### src/rtl/pdc_pkg.sv
package pdc_pkg;
  typedef enum logic {
    PDC_RUN  = 1'b0,
    PDC_DOWN = 1'b1
  } pdc_state_e;

  typedef enum logic {
    PDC_MODE_NMI = 1'b0,
    PDC_MODE_IRQ = 1'b1
  } pdc_mode_e;
endpackage

### src/rtl/pdc_sync.sv
module pdc_sync #(
  parameter int WIDTH  = 1,
  parameter int STAGES = 2
) (
  input  logic             clk_i,
  input  logic             rst_ni,
  input  logic [WIDTH-1:0] d_i,
  output logic [WIDTH-1:0] q_o
);
  logic [WIDTH-1:0] stage_q [STAGES];

  for (genvar s = 0; s < STAGES; s++) begin : g_stage
    if (s == 0) begin : g_first
      always_ff @(posedge clk_i or negedge rst_ni)
        if (!rst_ni) stage_q[s] <= '0;
        else         stage_q[s] <= d_i;
    end else begin : g_next
      always_ff @(posedge clk_i or negedge rst_ni)
        if (!rst_ni) stage_q[s] <= '0;
        else         stage_q[s] <= stage_q[s-1];
    end
  end

  assign q_o = stage_q[STAGES-1];
endmodule

### src/rtl/pdc_irq_qual.sv
module pdc_irq_qual #(
  parameter int N_IRQ = 4
) (
  input  logic [N_IRQ-1:0] irq_s_i,
  input  logic [N_IRQ-1:0] irq_en_i,
  input  logic [N_IRQ-1:0] irq_act_high_i,
  output logic             any_act_o
);
  logic [N_IRQ-1:0] pin_act;

  for (genvar i = 0; i < N_IRQ; i++) begin : g_pin
    assign pin_act[i] = irq_en_i[i] &
                        (irq_act_high_i[i] ? irq_s_i[i] : ~irq_s_i[i]);
  end

  assign any_act_o = |pin_act;
endmodule

### src/rtl/pdc_fsm.sv
module pdc_fsm
  import pdc_pkg::*;
(
  input  logic clk_i,
  input  logic rst_ni,
  input  logic pd_instr_i,
  input  logic cfg_irq_mode_i,
  input  logic nmi_s_i,
  input  logic irq_any_act_i,
  input  logic ext_rst_i,
  output logic pd_active_o,
  output logic wake_o
);
  pdc_state_e state_q, state_d;
  pdc_mode_e  mode_q, mode_d;
  logic       wake_q, wake_d;
  logic       entry_ok;

  // entry condition depends on the live mode input
  always_comb begin
    if (pdc_mode_e'(cfg_irq_mode_i) == PDC_MODE_NMI) entry_ok = ~nmi_s_i;
    else                                              entry_ok = ~irq_any_act_i;
  end

  always_comb begin
    state_d = state_q;
    mode_d  = mode_q;
    wake_d  = 1'b0;
    if (ext_rst_i) begin
      state_d = PDC_RUN;
    end else begin
      unique case (state_q)
        PDC_RUN: if (pd_instr_i && entry_ok) begin
          state_d = PDC_DOWN;
          mode_d  = pdc_mode_e'(cfg_irq_mode_i);
        end
        PDC_DOWN: if (mode_q == PDC_MODE_IRQ && irq_any_act_i) begin
          state_d = PDC_RUN;
          wake_d  = 1'b1;
        end
        default: state_d = PDC_RUN;
      endcase
    end
  end

  always_ff @(posedge clk_i or negedge rst_ni) begin
    if (!rst_ni) begin
      state_q <= PDC_RUN;
      mode_q  <= PDC_MODE_NMI;
      wake_q  <= 1'b0;
    end else begin
      state_q <= state_d;
      mode_q  <= mode_d;
      wake_q  <= wake_d;
    end
  end

  assign pd_active_o = (state_q == PDC_DOWN);
  assign wake_o      = wake_q;

  AST_ENTRY_NEEDS_STROBE: assert property (@(posedge clk_i) disable iff (!rst_ni)
    $rose(pd_active_o) |-> $past(pd_instr_i));
  AST_NMI_BLOCKS_ENTRY: assert property (@(posedge clk_i) disable iff (!rst_ni)
    (!pd_active_o && pd_instr_i && !cfg_irq_mode_i && nmi_s_i) |=> !pd_active_o);
  AST_NMI_MODE_NO_WAKE: assert property (@(posedge clk_i) disable iff (!rst_ni)
    (pd_active_o && mode_q == PDC_MODE_NMI) |=> !wake_o);
  AST_IRQ_BLOCKS_ENTRY: assert property (@(posedge clk_i) disable iff (!rst_ni)
    (!pd_active_o && pd_instr_i && cfg_irq_mode_i && irq_any_act_i) |=> !pd_active_o);
  AST_WAKE_ONE_CYCLE: assert property (@(posedge clk_i) disable iff (!rst_ni)
    wake_o |=> !wake_o);
  AST_WAKE_LEAVES_DOWN: assert property (@(posedge clk_i) disable iff (!rst_ni)
    wake_o |-> (!pd_active_o && $past(pd_active_o)));
  AST_EXT_RST_CLEARS: assert property (@(posedge clk_i) disable iff (!rst_ni)
    ext_rst_i |=> (!pd_active_o && !wake_o));
endmodule

### src/rtl/pdc_ctrl.sv
module pdc_ctrl #(
  parameter int N_IRQ       = 4,
  parameter int SYNC_STAGES = 2
) (
  input  logic             clk_i,
  input  logic             rst_ni,
  input  logic             pd_instr_i,
  input  logic             cfg_irq_mode_i,
  input  logic             nmi_i,
  input  logic [N_IRQ-1:0] irq_i,
  input  logic [N_IRQ-1:0] irq_en_i,
  input  logic [N_IRQ-1:0] irq_act_high_i,
  input  logic             ext_rst_i,
  output logic             pd_active_o,
  output logic             wake_o
);
  localparam int SyncW = N_IRQ + 1;

  logic [SyncW-1:0] pins_s;
  logic             irq_any_act;

  pdc_sync #(.WIDTH(SyncW), .STAGES(SYNC_STAGES)) i_sync (
    .clk_i  (clk_i),
    .rst_ni (rst_ni),
    .d_i    ({nmi_i, irq_i}),
    .q_o    (pins_s)
  );

  pdc_irq_qual #(.N_IRQ(N_IRQ)) i_qual (
    .irq_s_i        (pins_s[N_IRQ-1:0]),
    .irq_en_i       (irq_en_i),
    .irq_act_high_i (irq_act_high_i),
    .any_act_o      (irq_any_act)
  );

  pdc_fsm i_fsm (
    .clk_i          (clk_i),
    .rst_ni         (rst_ni),
    .pd_instr_i     (pd_instr_i),
    .cfg_irq_mode_i (cfg_irq_mode_i),
    .nmi_s_i        (pins_s[N_IRQ]),
    .irq_any_act_i  (irq_any_act),
    .ext_rst_i      (ext_rst_i),
    .pd_active_o    (pd_active_o),
    .wake_o         (wake_o)
  );

  // outputs low out of reset
  AST_RESET_QUIET: assert property (@(posedge clk_i) disable iff (!rst_ni)
    $rose(rst_ni) |-> (!pd_active_o && !wake_o));
endmodule

### config.mk
export PLATFORM = sky130hd
export DESIGN_NAME = pdc_ctrl
export DESIGN_NICKNAME = d
export VERILOG_FILES = /design/src/rtl/pdc_pkg.sv /design/src/rtl/pdc_sync.sv /design/src/rtl/pdc_irq_qual.sv /design/src/rtl/pdc_fsm.sv /design/src/rtl/pdc_ctrl.sv
export SDC_FILE = /design/constraint.sdc
export NUM_CORES = 1
export LEC_CHECK = 0
export CAP_MARGIN = 20
export CORE_MARGIN = 2
export CORE_UTILIZATION = 34
export CTS_BUF_LIST = sky130_fd_sc_hd__clkbuf_16
export DETAILED_ROUTE_END_ITERATION = 10
export PLACE_DENSITY = 0.74
export RECOVER_POWER = 100
export SLEW_MARGIN = 20
export SYNTH_ARGS = -nofsm -noshare
export SYNTH_HDL_FRONTEND = slang
export SYNTH_SLANG_ARGS = --single-unit
### constraint.sdc
create_clock -name clk_i -period 1.2 [get_ports clk_i]
set_clock_uncertainty 0.15 [all_clocks]
set_input_delay 0.24 -clock clk_i [delete_from_list [all_inputs] [get_ports clk_i]]
set_output_delay 0.24 -clock clk_i [all_outputs]
set_load 0.01 [all_outputs]
==> results of run 1 <==
[path summary, 6_finish.rpt]
path | to | cells past startpoint
max in group asynchronous | i_sync.q_o[0]$_DFF_PN0_ | 2
worst min-delay path | i_sync.q_o[0]$_DFF_PN0_ | 0
worst min register to register | i_sync.q_o[0]$_DFF_PN0_ | 0
worst max register to register | i_fsm.pd_active_o$_DFF_PN0_ | 4
min in group asynchronous | i_sync.stage_q[6]$_DFF_PN0_ | 2
worst max-delay path | i_fsm.pd_active_o$_DFF_PN0_ | 5
[synthesized netlist by cell type]
master,number,area share [%]
nand2_1,2,1.6
o21ai_1,1,1.1
a211oi_2,1,2.7
nor3b_1,1,1.6
xnor2_1,4,7.5
a22oi_2,2,5.4
nand2b_1,1,1.3
dfrtp_1,13,70
a21oi_1,1,1.1
a211oi_1,1,1.6
nand2_2,1,1.3
nand3_1,1,1.1
o21ai_0,1,1.1
o31ai_1,1,1.6
nor2_1,1,0.81
[power by group]
part | switching (mW) | internal (mW)
Clock | 0.162 | 0.437
Sequential | 0.0158 | 0.470
Combinational | 0.0609 | 0.0884
[what timing repair did]
action,4_1_cts,5_1_grt
cloned,0,0
gates resized for setup,13,5
hold endpoints to repair,0,0
setup endpoints to repair,5,3
pin swaps,6,2
[state kept, by name, indices dropped and copies added, names as in the netlist]
signal             count
i_sync.q_o             5
i_sync.stage_q         5
i_fsm.mode_q           1
i_fsm.pd_active_o      1
i_fsm.wake_o           1
[final cells by class]
class                      count  area, um2  share of cell area [%]
clock inverter                 1       3.75                   0.471
timing repair buffer          23        213                    26.7
sequential                    13        325                    40.8
multi-input combinational     19        161                    20.3
clock buffer                   3       75.1                    9.42
tap                           15       18.8                    2.35
[worst reg2reg max path: stages, from the launching register on]
cell	delay, ns
dfrtp_1	0.37
xnor2_1	0.14
a22oi_2	0.21
nand2_2	0.08
a211oi_2	0.19
[kinds of logic after synthesis]
logic type      after synthesis  share of synthesized area, %
flops                        13                          70.1
compound gates                8                          14.6
simple gates                  7                          7.82
xor+xnor                      4                          7.55
[stage by stage]
stage	hold WS [ns]	util (%)	area, um2	setup TNS [ns]	power (mW)
after CTS	0.153	61.9	796	-0.250	1.26
after floorplan	-0.206	-	464	0	0.541
after global routing	0.204	62.0	797	-0.280	1.31
final	0.193	62.0	797	-0.0790	1.23
after detailed placement	0.185	54.7	703	-1.01	0.639
after global placement	0.183	54.7	703	-0.891	0.634
[placed cells by master (no fill, tap or decap), types with 2 or more instances in the layout]
cell             Yosys  routed
xnor2_1              4       4
clkbuf_2             0       2
dlygate4sd2_1        0       2
a22oi_2              2       2
clkdlybuf4s50_1      0       7
clkbuf_16            0       3
dlymetal6s2s_1       0       2
nand2_1              2       2
dfrtp_1             13      13
a211oi_2             1       2
o21ai_1              1       2
dlygate4sd3_1        0       6
buf_4                0       2
[layer usage]
layer	wire length, um	global-route usage, %
met1	302	13.7
met2	452	22.7
met3	81	6.52
met4	13	10.0
met5	0	0
==> impl_metrics.csv, run 1 <==
group,metric,value,unit
outcome,status,"complete, but fails checks",
outcome,violations,"setup timing",
power,leakage,0.350,nW
setup_path,crit_chain,"clkdlybuf4s50_1, xnor2_1, a22oi_2, nand2_2, a211oi_2",
routing,drt-wirelength-per-cell,11.5,um
die,initial_core_util,36.1,%
sta,post-route-period-util,105,%
setup_path,cp_top_family,"buffers and inverters",
setup_path,crit_arrival,1.26,ns
cts,htreeDepth,1,
setup_path,startpoint,"irq_act_high_i[3]",
layout,area_growth,71.7,%
sta,final-hold-violation-count,0,
cts,cts_tree,"built",
layout,n_fill_cell,105,
yosys,synth_fp_nets,50,
cts,clkSlewWorstSetupHoldPaths,0.04,ns
routing,vias,340,
cts,cts_buffer_depth,2,
routing,wirelength,850,um
sta,rsz0062_at_grt,"yes",
routing,drt_iter0_markers,5,
place,placedCellCount,70,
setup_path,cp-start-kind,"primary input",
sta,setup_ws,-0.0562,ns
yosys,synth_warnings,0,
die,ios,20,
yosys,synth_area,464,um2
layout,final_nets,78,
yosys,synth.avg_cell_area,14.5,um2
global_routing,grt_max_degree,14,
place,hpwl,627,um
power,ir_worst_vdd,1.01,mV
worst_hold_path,worstHoldStart,"i_sync.stage_q[5]$_DFF_PN0_",
layout,finalNonFillerCells,74,
cts,cts_root_buf,"clkbuf_16",
yosys,syn-instance-count,32,
sta,tightestPinTransition,0.305,ns
die,die_h,41.0,um
yosys,ys_seq_area_share,70.1,%
global_routing,grt_overflow,0,
routing,viasPerCell,4.59,
global_routing,grt_antenna_before_repair,0,
setup_path,path_class,"in -> reg",
cts,cts_inserted_buffers,3,
routing,drc,0,
sta,slew_viol_final,0,
sta,period_minus_slack,1.26,ns
sta,slew_headroom,79.7,%
setup_path,critical_path_buf_inv_count,1,
cts,cts_setup_buffers,0,
yosys,synth-seq-cells,13,
place,numPortBuffers,19,
cts,hold_buffers,0,
die,die_area,1680,um2
setup_path,r2r-start,"i_sync.q_o[2]$_DFF_PN0_",
routing,drt_pass1_iterations,3,
global_routing,grt_use_total,13.9,%
global_routing,grt_pass1_vias,324,
place,pre_cts_ws,-0.362,ns
worst_hold_path,min_path_type,"reg -> reg",
global_routing,grt_pass1_wl,1310,um
cts,clk_latency,0.24,ns
setup_path,regToRegSetupSlack,-0.04,ns
die,die_w,41.0,um
setup_path,cp-end-kind,"register",
layout,drive_gt1_share,27.1,%
cts,cts_sinks,13,
routing,antenna_left,0,
yosys,ys_types,15,
layout,n_antenna_cell,0,
place,globalplace.congestion,0.737,
setup_path,crit_path_max_fanout,2,
power,power.density,1550,nW/um2
job,maxCapViolCount,0,
setup_path,cp_slowest_cell,"clkdlybuf4s50_1",
sta,max_freq,796,MHz
die,core_area,1280,um2
sta,setup_viol,2,
setup_path,cp.required,1.20,ns
die,rows,13,
setup_path,cpPeakStageDelay,0.42,ns
No activity file was read; power rests on OpenSTA's default activity.
==> run 2, diff against run 1 <==
--- a/config.mk
+++ b/config.mk
@@ -6,11 +6,11 @@
 export NUM_CORES = 1
 export LEC_CHECK = 0
 export CAP_MARGIN = 20
-export CORE_MARGIN = 2
-export CORE_UTILIZATION = 34
+export CORE_AREA = 2 2 39 41
 export CTS_BUF_LIST = sky130_fd_sc_hd__clkbuf_16
 export DETAILED_ROUTE_END_ITERATION = 10
-export PLACE_DENSITY = 0.74
+export DIE_AREA = 0 0 41 43
+export PLACE_DENSITY = 0.73
 export RECOVER_POWER = 100
 export SLEW_MARGIN = 20
 export SYNTH_ARGS = -nofsm -noshare
==> constraint.sdc (replaced) <==
create_clock -name clk_i -period 1.3 [get_ports clk_i]
set_clock_uncertainty 0.15 [all_clocks]
set_input_delay 0.26 -clock clk_i [delete_from_list [all_inputs] [get_ports clk_i]]
set_output_delay 0.26 -clock clk_i [all_outputs]
set_load 0.01 [all_outputs]
==> run 2 against run 1 <==
Against the previous run:
- the run now ends clean
- total power shrank 7.0%
- via count grew 2.9%
- design area grew 3.3%
- clock power shrank 7.2%
- register-to-register slack gained 0.09 ns
- critical path depth shrank 4
- sequential share of layout area shrank 1.3 points
- critical path type is now reg -> out
- highest routed layer unchanged
==> impl_metrics.csv, run 2 (synthesis gave the netlist of run 1 again) <==
group,metric,value,unit
outcome,status,"finished clean",
power,p_comb_share,12.5,%
cts,clk_latency,0.24,ns
power,clkPwrFrac,48.4,%
layout,area_growth,77.4,%
die,core_area,1380,um2
setup_path,cp_slowest_cell,"dfrtp_1",
sta,rsz0062_at_grt,"yes",
die,die_w,41,um
setup_path,crit_path_max_fanout,2,
setup_path,r2r-start,"i_sync.q_o[0]$_DFF_PN0_",
power,p_int,925,uW
sta,slew_headroom,56.0,%
routing,drc,0,
job,maxCapViolCount,0,
place,placedCellCount,72,
cts,cts_setup_buffers,0,
sta,period_minus_slack,1.26,ns
cts,cts_sinks,13,
cts,cts_buffer_depth,2,
layout,design_area,823,um2
worst_hold_path,whs_path_depth,0,
global_routing,grt_overflow,0,
place,pre_cts_ws,-0.268,ns
power,seqPwrFrac,39.1,%
worst_hold_path,worstHoldStart,"i_sync.stage_q[9]$_DFF_PN0_",
layout,finalNonFillerCells,76,
power,switching_share,19.4,%
cts,cts_tree,"built",
power,power.density,1390,nW/um2
layout,final_nets,79,
routing,antenna_left,0,
power,leakage,0.370,nW
global_routing,grt_pass1_wl,1480,um
sta,setup_viol,0,
setup_path,cp-end-kind,"primary output",
place,numPortBuffers,19,
cts,cts_inserted_buffers,3,
sta,max_freq,794,MHz
setup_path,worst-r2r-cell-count,4,
layout,fin_util,59.5,%
worst_hold_path,min_path_type,"reg -> reg",
worst_hold_path,min_to,"i_sync.q_o[4]$_DFF_PN0_",
place,globalplace.congestion,0.679,
cts,cts_root_buf,"clkbuf_16",
layout,layout_common_cells,"dfrtp_1, clkdlybuf4s50_1, dlygate4sd3_1",
cts,clkSlewWorstSetupHoldPaths,0.04,ns
die,initial_core_util,33.5,%
routing,drt-wirelength-per-cell,11.3,um
cts,htreeDepth,1,
setup_path,path_class,"reg -> out",
routing,viasPerCell,4.61,
layout,n_fill_cell,120,
die,ios,20,
global_routing,grt_antenna_before_repair,0,
sta,slew_viol_final,0,
routing,vias,350,
setup_path,cp_top_family,"flip-flops",
power,p_total,1.15,mW
routing,drt_iter0_markers,0,
global_routing,grt_use_total,13.5,%
global_routing,grt_max_degree,14,
setup_path,cpPeakStageDelay,0.38,ns
layout,final_common_cell,"dfrtp_1",
power,switchingPower,223,uW
setup_path,cp.required,0.89,ns
layout,n_antenna_cell,0,
die,die_area,1760,um2
setup_path,regToRegSetupSlack,0.05,ns
die,rows,14,
sta,tightestPinTransition,0.659,ns
setup_path,r2r-end,"i_fsm.pd_active_o$_DFF_PN0_",
sta,hold_ws,0.193,ns
setup_path,cp-start-kind,"register",
routing,drt_pass1_iterations,1,
sta,setup_ws,0.0401,ns
sta,post-route-period-util,96.9,%
die,die_h,43,um
global_routing,grt_pass1_vias,395,
power,ir_worst_vdd,0.811,mV
sta,final-hold-violation-count,0,
place,hpwl,656,um
routing,wirelength,857,um
setup_path,crit_chain,"clkdlybuf4s15_1",
setup_path,critical_path_buf_inv_count,1,
setup_path,crit_arrival,0.85,ns
place,placed_area,712,um2
sta,timing.setup.tns,0,ns
layout,drive_gt1_share,26.7,%
## run 2: cell types whose count changed in the layout (fill, tap and decap cells not counted), sizes merged
| cell | delta |
|---|---|
| dlymetal6s2s | +1 |
| buf | +1 |
| clkdlybuf4s15 | +2 |
| dlygate4sd3 | -1 |
| clkbuf | -2 |
## run 2: worst max path at each step
stage                     slack, ns  cells past startpoint                   startpoint                          end
after global placement        -0.24                      5            irq_act_high_i[0]  i_fsm.pd_active_o$_DFF_PN0_
after floorplan                0.15                      4      i_sync.q_o[0]$_DFF_PN0_  i_fsm.pd_active_o$_DFF_PN0_
after detailed placement      -0.27                      5            irq_act_high_i[0]  i_fsm.pd_active_o$_DFF_PN0_
after CTS                     0.003                      5            irq_act_high_i[0]  i_fsm.pd_active_o$_DFF_PN0_
final                          0.04                      1  i_fsm.pd_active_o$_DFF_PN0_                  pd_active_o
after global routing          -0.01                      4      i_sync.q_o[0]$_DFF_PN0_  i_fsm.pd_active_o$_DFF_PN0_
## run 2: cell type report
cell class,count,area (um2),area share [%]
multi-input cells,19,166,20.2
flip-flops and latches,13,325,39.5
well taps,16,20.0,2.43
clock buffers,3,75.1,9.12
repair buffers,24,233,28.3
clock inverters,1,3.75,0.456
## run 2: what timing repair did
item / 4_1_cts / 5_1_grt
hold buffers: 0 / 0
pin swaps: 2 / 7
endpoints found under the setup margin: 4 / 3
gates resized for setup: 7 / 9
## run 2: power by group through the flow
stage,sequential [mW],combinational (mW),clock (mW)
detailed placement,0.451,0.142,0
finish,0.449,0.143,0.556
global route,0.452,0.158,0.596
CTS,0.445,0.143,0.576
global placement,0.450,0.139,0
floorplan,0.451,0.0475,0
## run 2: metal layers
layer | vias to the layer above | routed length, um | GRT usage (%)
met4 | 0 | 20 | 8.00
met1 | 164 | 318 | 15.0
met5 | - | 0 | 0
met3 | 2 | 66 | 6.28
li1 | 166 | - | -
met2 | 18 | 452 | 20.0
==> run 3, diff against run 2 <==
--- a/config.mk
+++ b/config.mk
@@ -10,7 +10,7 @@
 export CTS_BUF_LIST = sky130_fd_sc_hd__clkbuf_16
 export DETAILED_ROUTE_END_ITERATION = 10
 export DIE_AREA = 0 0 41 43
-export PLACE_DENSITY = 0.73
+export PLACE_DENSITY = 0.78
 export RECOVER_POWER = 100
 export SLEW_MARGIN = 20
 export SYNTH_ARGS = -nofsm -noshare
==> run 3 against run 2 <==
Against the previous run:
- via count fell by 1.1%
- count of clock-buffer cells in the layout did not move
- core utilization fell by 3.2 points
- sequential share of layout area rose by 2.2 points
- non-clock buffer count fell by 1
- design area fell by 5.3%
- setup slack improved by 0.0032 ns
- flip-flop and latch count did not move
==> impl_metrics.csv, run 3 (synthesis gave the netlist of run 1 again) <==
group,metric,value,unit
global_routing,grt_pass1_wl,1390,um
routing,viasPerCell,4.61,
setup_path,cpPeakStageDelay,0.37,ns
power,p_int,914,uW
die,rows,14,
global_routing,grt_pass1_vias,361,
routing,antenna_left,0,
power,seqPwrFrac,39.7,%
setup_path,cp_slowest_cell,"dfrtp_1",
worst_hold_path,min_path_type,"reg -> reg",
layout,finalNonFillerCells,75,
die,die_w,41,um
sta,slew_headroom,53.5,%
layout,final_nets,78,
sta,max_freq,796,MHz
routing,vias,346,
cts,cts_inserted_buffers,3,
layout,area_growth,67.9,%
setup_path,crit_arrival,1.25,ns
layout,seqCellArea,325,um2
global_routing,grt_max_degree,14,
sta,slew_viol_final,0,
setup_path,path_class,"reg -> reg",
power,clkPwrFrac,49.1,%
place,numPortBuffers,19,
place,hpwl,620,um
global_routing,grt_antenna_before_repair,0,
routing,drc,0,
die,initial_core_util,33.5,%
setup_path,critical_path_buf_inv_count,0,
sta,tightestPinTransition,0.697,ns
layout,n_fill_cell,127,
power,p_comb_share,11.3,%
global_routing,grt_overflow,0,
setup_path,cp-end-kind,"register",
place,globalplace.congestion,0.661,
power,leakage,0.340,nW
outcome,status,"finished clean",
setup_path,crit_chain,"xnor2_1, a22oi_2, nand2_2, a211oi_2",
power,ir_worst_vdd,1.20,mV
layout,final_common_cell,"dfrtp_1",
cts,cts_sinks,13,
layout,drive_gt1_share,22.0,%
cts,clkSlewWorstSetupHoldPaths,0.04,ns
job,maxCapViolCount,0,
layout,layout_common_cells,"dfrtp_1, clkdlybuf4s50_1, dlygate4sd3_1, xnor2_1, dlygate4sd2_1",
setup_path,crit_path_max_fanout,2,
sta,final-hold-violation-count,0,
power,switching_share,19.0,%
cts,cts_tree,"built",
sta,setup_viol,0,
sta,timing.setup.tns,0,ns
setup_path,cp.required,1.29,ns
cts,htreeDepth,1,
place,placedCellCount,70,
sta,period_minus_slack,1.26,ns
layout,fin_util,56.3,%
layout,n_antenna_cell,0,
die,die_area,1760,um2
global_routing,grt_use_total,12.5,%
setup_path,cp_top_family,"compound AO/OA/AOI/OAI gates",
cts,clk_latency,0.24,ns
cts,cts_buffer_depth,2,
routing,drt_iter0_markers,3,
die,ios,20,
sta,setup_ws,0.0433,ns
cts,cts_root_buf,"clkbuf_16",
die,die_h,43,um
routing,drt_pass1_iterations,2,
power,power.density,1450,nW/um2
die,core_area,1380,um2
setup_path,cp-start-kind,"register",
routing,drt-wirelength-per-cell,10.9,um
routing,wirelength,821,um
place,pre_cts_ws,-0.272,ns
power,switchingPower,215,uW
sta,post-route-period-util,96.7,%
sta,rsz0062_at_grt,"yes",
layout,multiInputGateArea,146,um2
[run 3: cell type report]
cell class / instances / share of cell area (%)
multi-input cells: 19 / 18.8
clock inverters: 1 / 0.482
clock buffers: 3 / 9.63
flip-flops and latches: 13 / 41.7
well taps: 16 / 2.57
repair buffers: 23 / 26.8
[run 3: power groups by stage]
stage               clock [mW]  combinational, mW  sequential [mW]
detailed placement           0              0.133            0.453
global placement             0              0.130            0.452
floorplan                    0             0.0475            0.451
global route             0.601              0.139            0.450
CTS                      0.566              0.131            0.447
finish                   0.554              0.127            0.447
[run 3: through the flow]
stage	hold slack, ns	total power [mW]	instance area [um2]
6_report	0.194	1.13	779
2_1_floorplan	-0.186	0.499	464
4_1_cts	0.174	1.14	772
5_1_grt	0.201	1.19	779
3_3_place_gp	0.181	0.581	697
3_5_place_dp	0.186	0.585	697
[run 3: routing by layer]
layer | global-route usage, % | up-vias | wire length, um
met4 | 6.00 | 0 | 12
met1 | 16.3 | 164 | 347
met5 | 0 | - | 0
met3 | 6.28 | 2 | 66
li1 | - | 164 | -
met2 | 16.9 | 16 | 396
[run 3: timing repair]
item	4_1_cts	5_1_grt
pin swaps	8	4
gates resized for setup	9	4
endpoints found under the setup margin	4	4
setup buffers	1	0
hold buffers	0	0
[run 3: final timing paths]
path	startpoint	endpoint	slack [ns]	cells past startpoint
max in group asynchronous	rst_ni	i_sync.q_o[1]$_DFF_PN0_	0.20	2
min	i_sync.stage_q[6]$_DFF_PN0_	i_sync.q_o[1]$_DFF_PN0_	0.19	0
min reg2reg	i_sync.stage_q[6]$_DFF_PN0_	i_sync.q_o[1]$_DFF_PN0_	0.19	0
max	i_sync.q_o[2]$_DFF_PN0_	i_fsm.pd_active_o$_DFF_PN0_	0.04	4
max reg2reg	i_sync.q_o[2]$_DFF_PN0_	i_fsm.pd_active_o$_DFF_PN0_	0.04	4
min in group asynchronous	rst_ni	i_sync.stage_q[8]$_DFF_PN0_	0.36	2
[run 3: worst reg2reg max path, stage by stage, from the launching register on]
cell,delay (ns)
dfrtp_1,0.37
xnor2_1,0.13
a22oi_2,0.22
nand2_2,0.08
a211oi_2,0.21
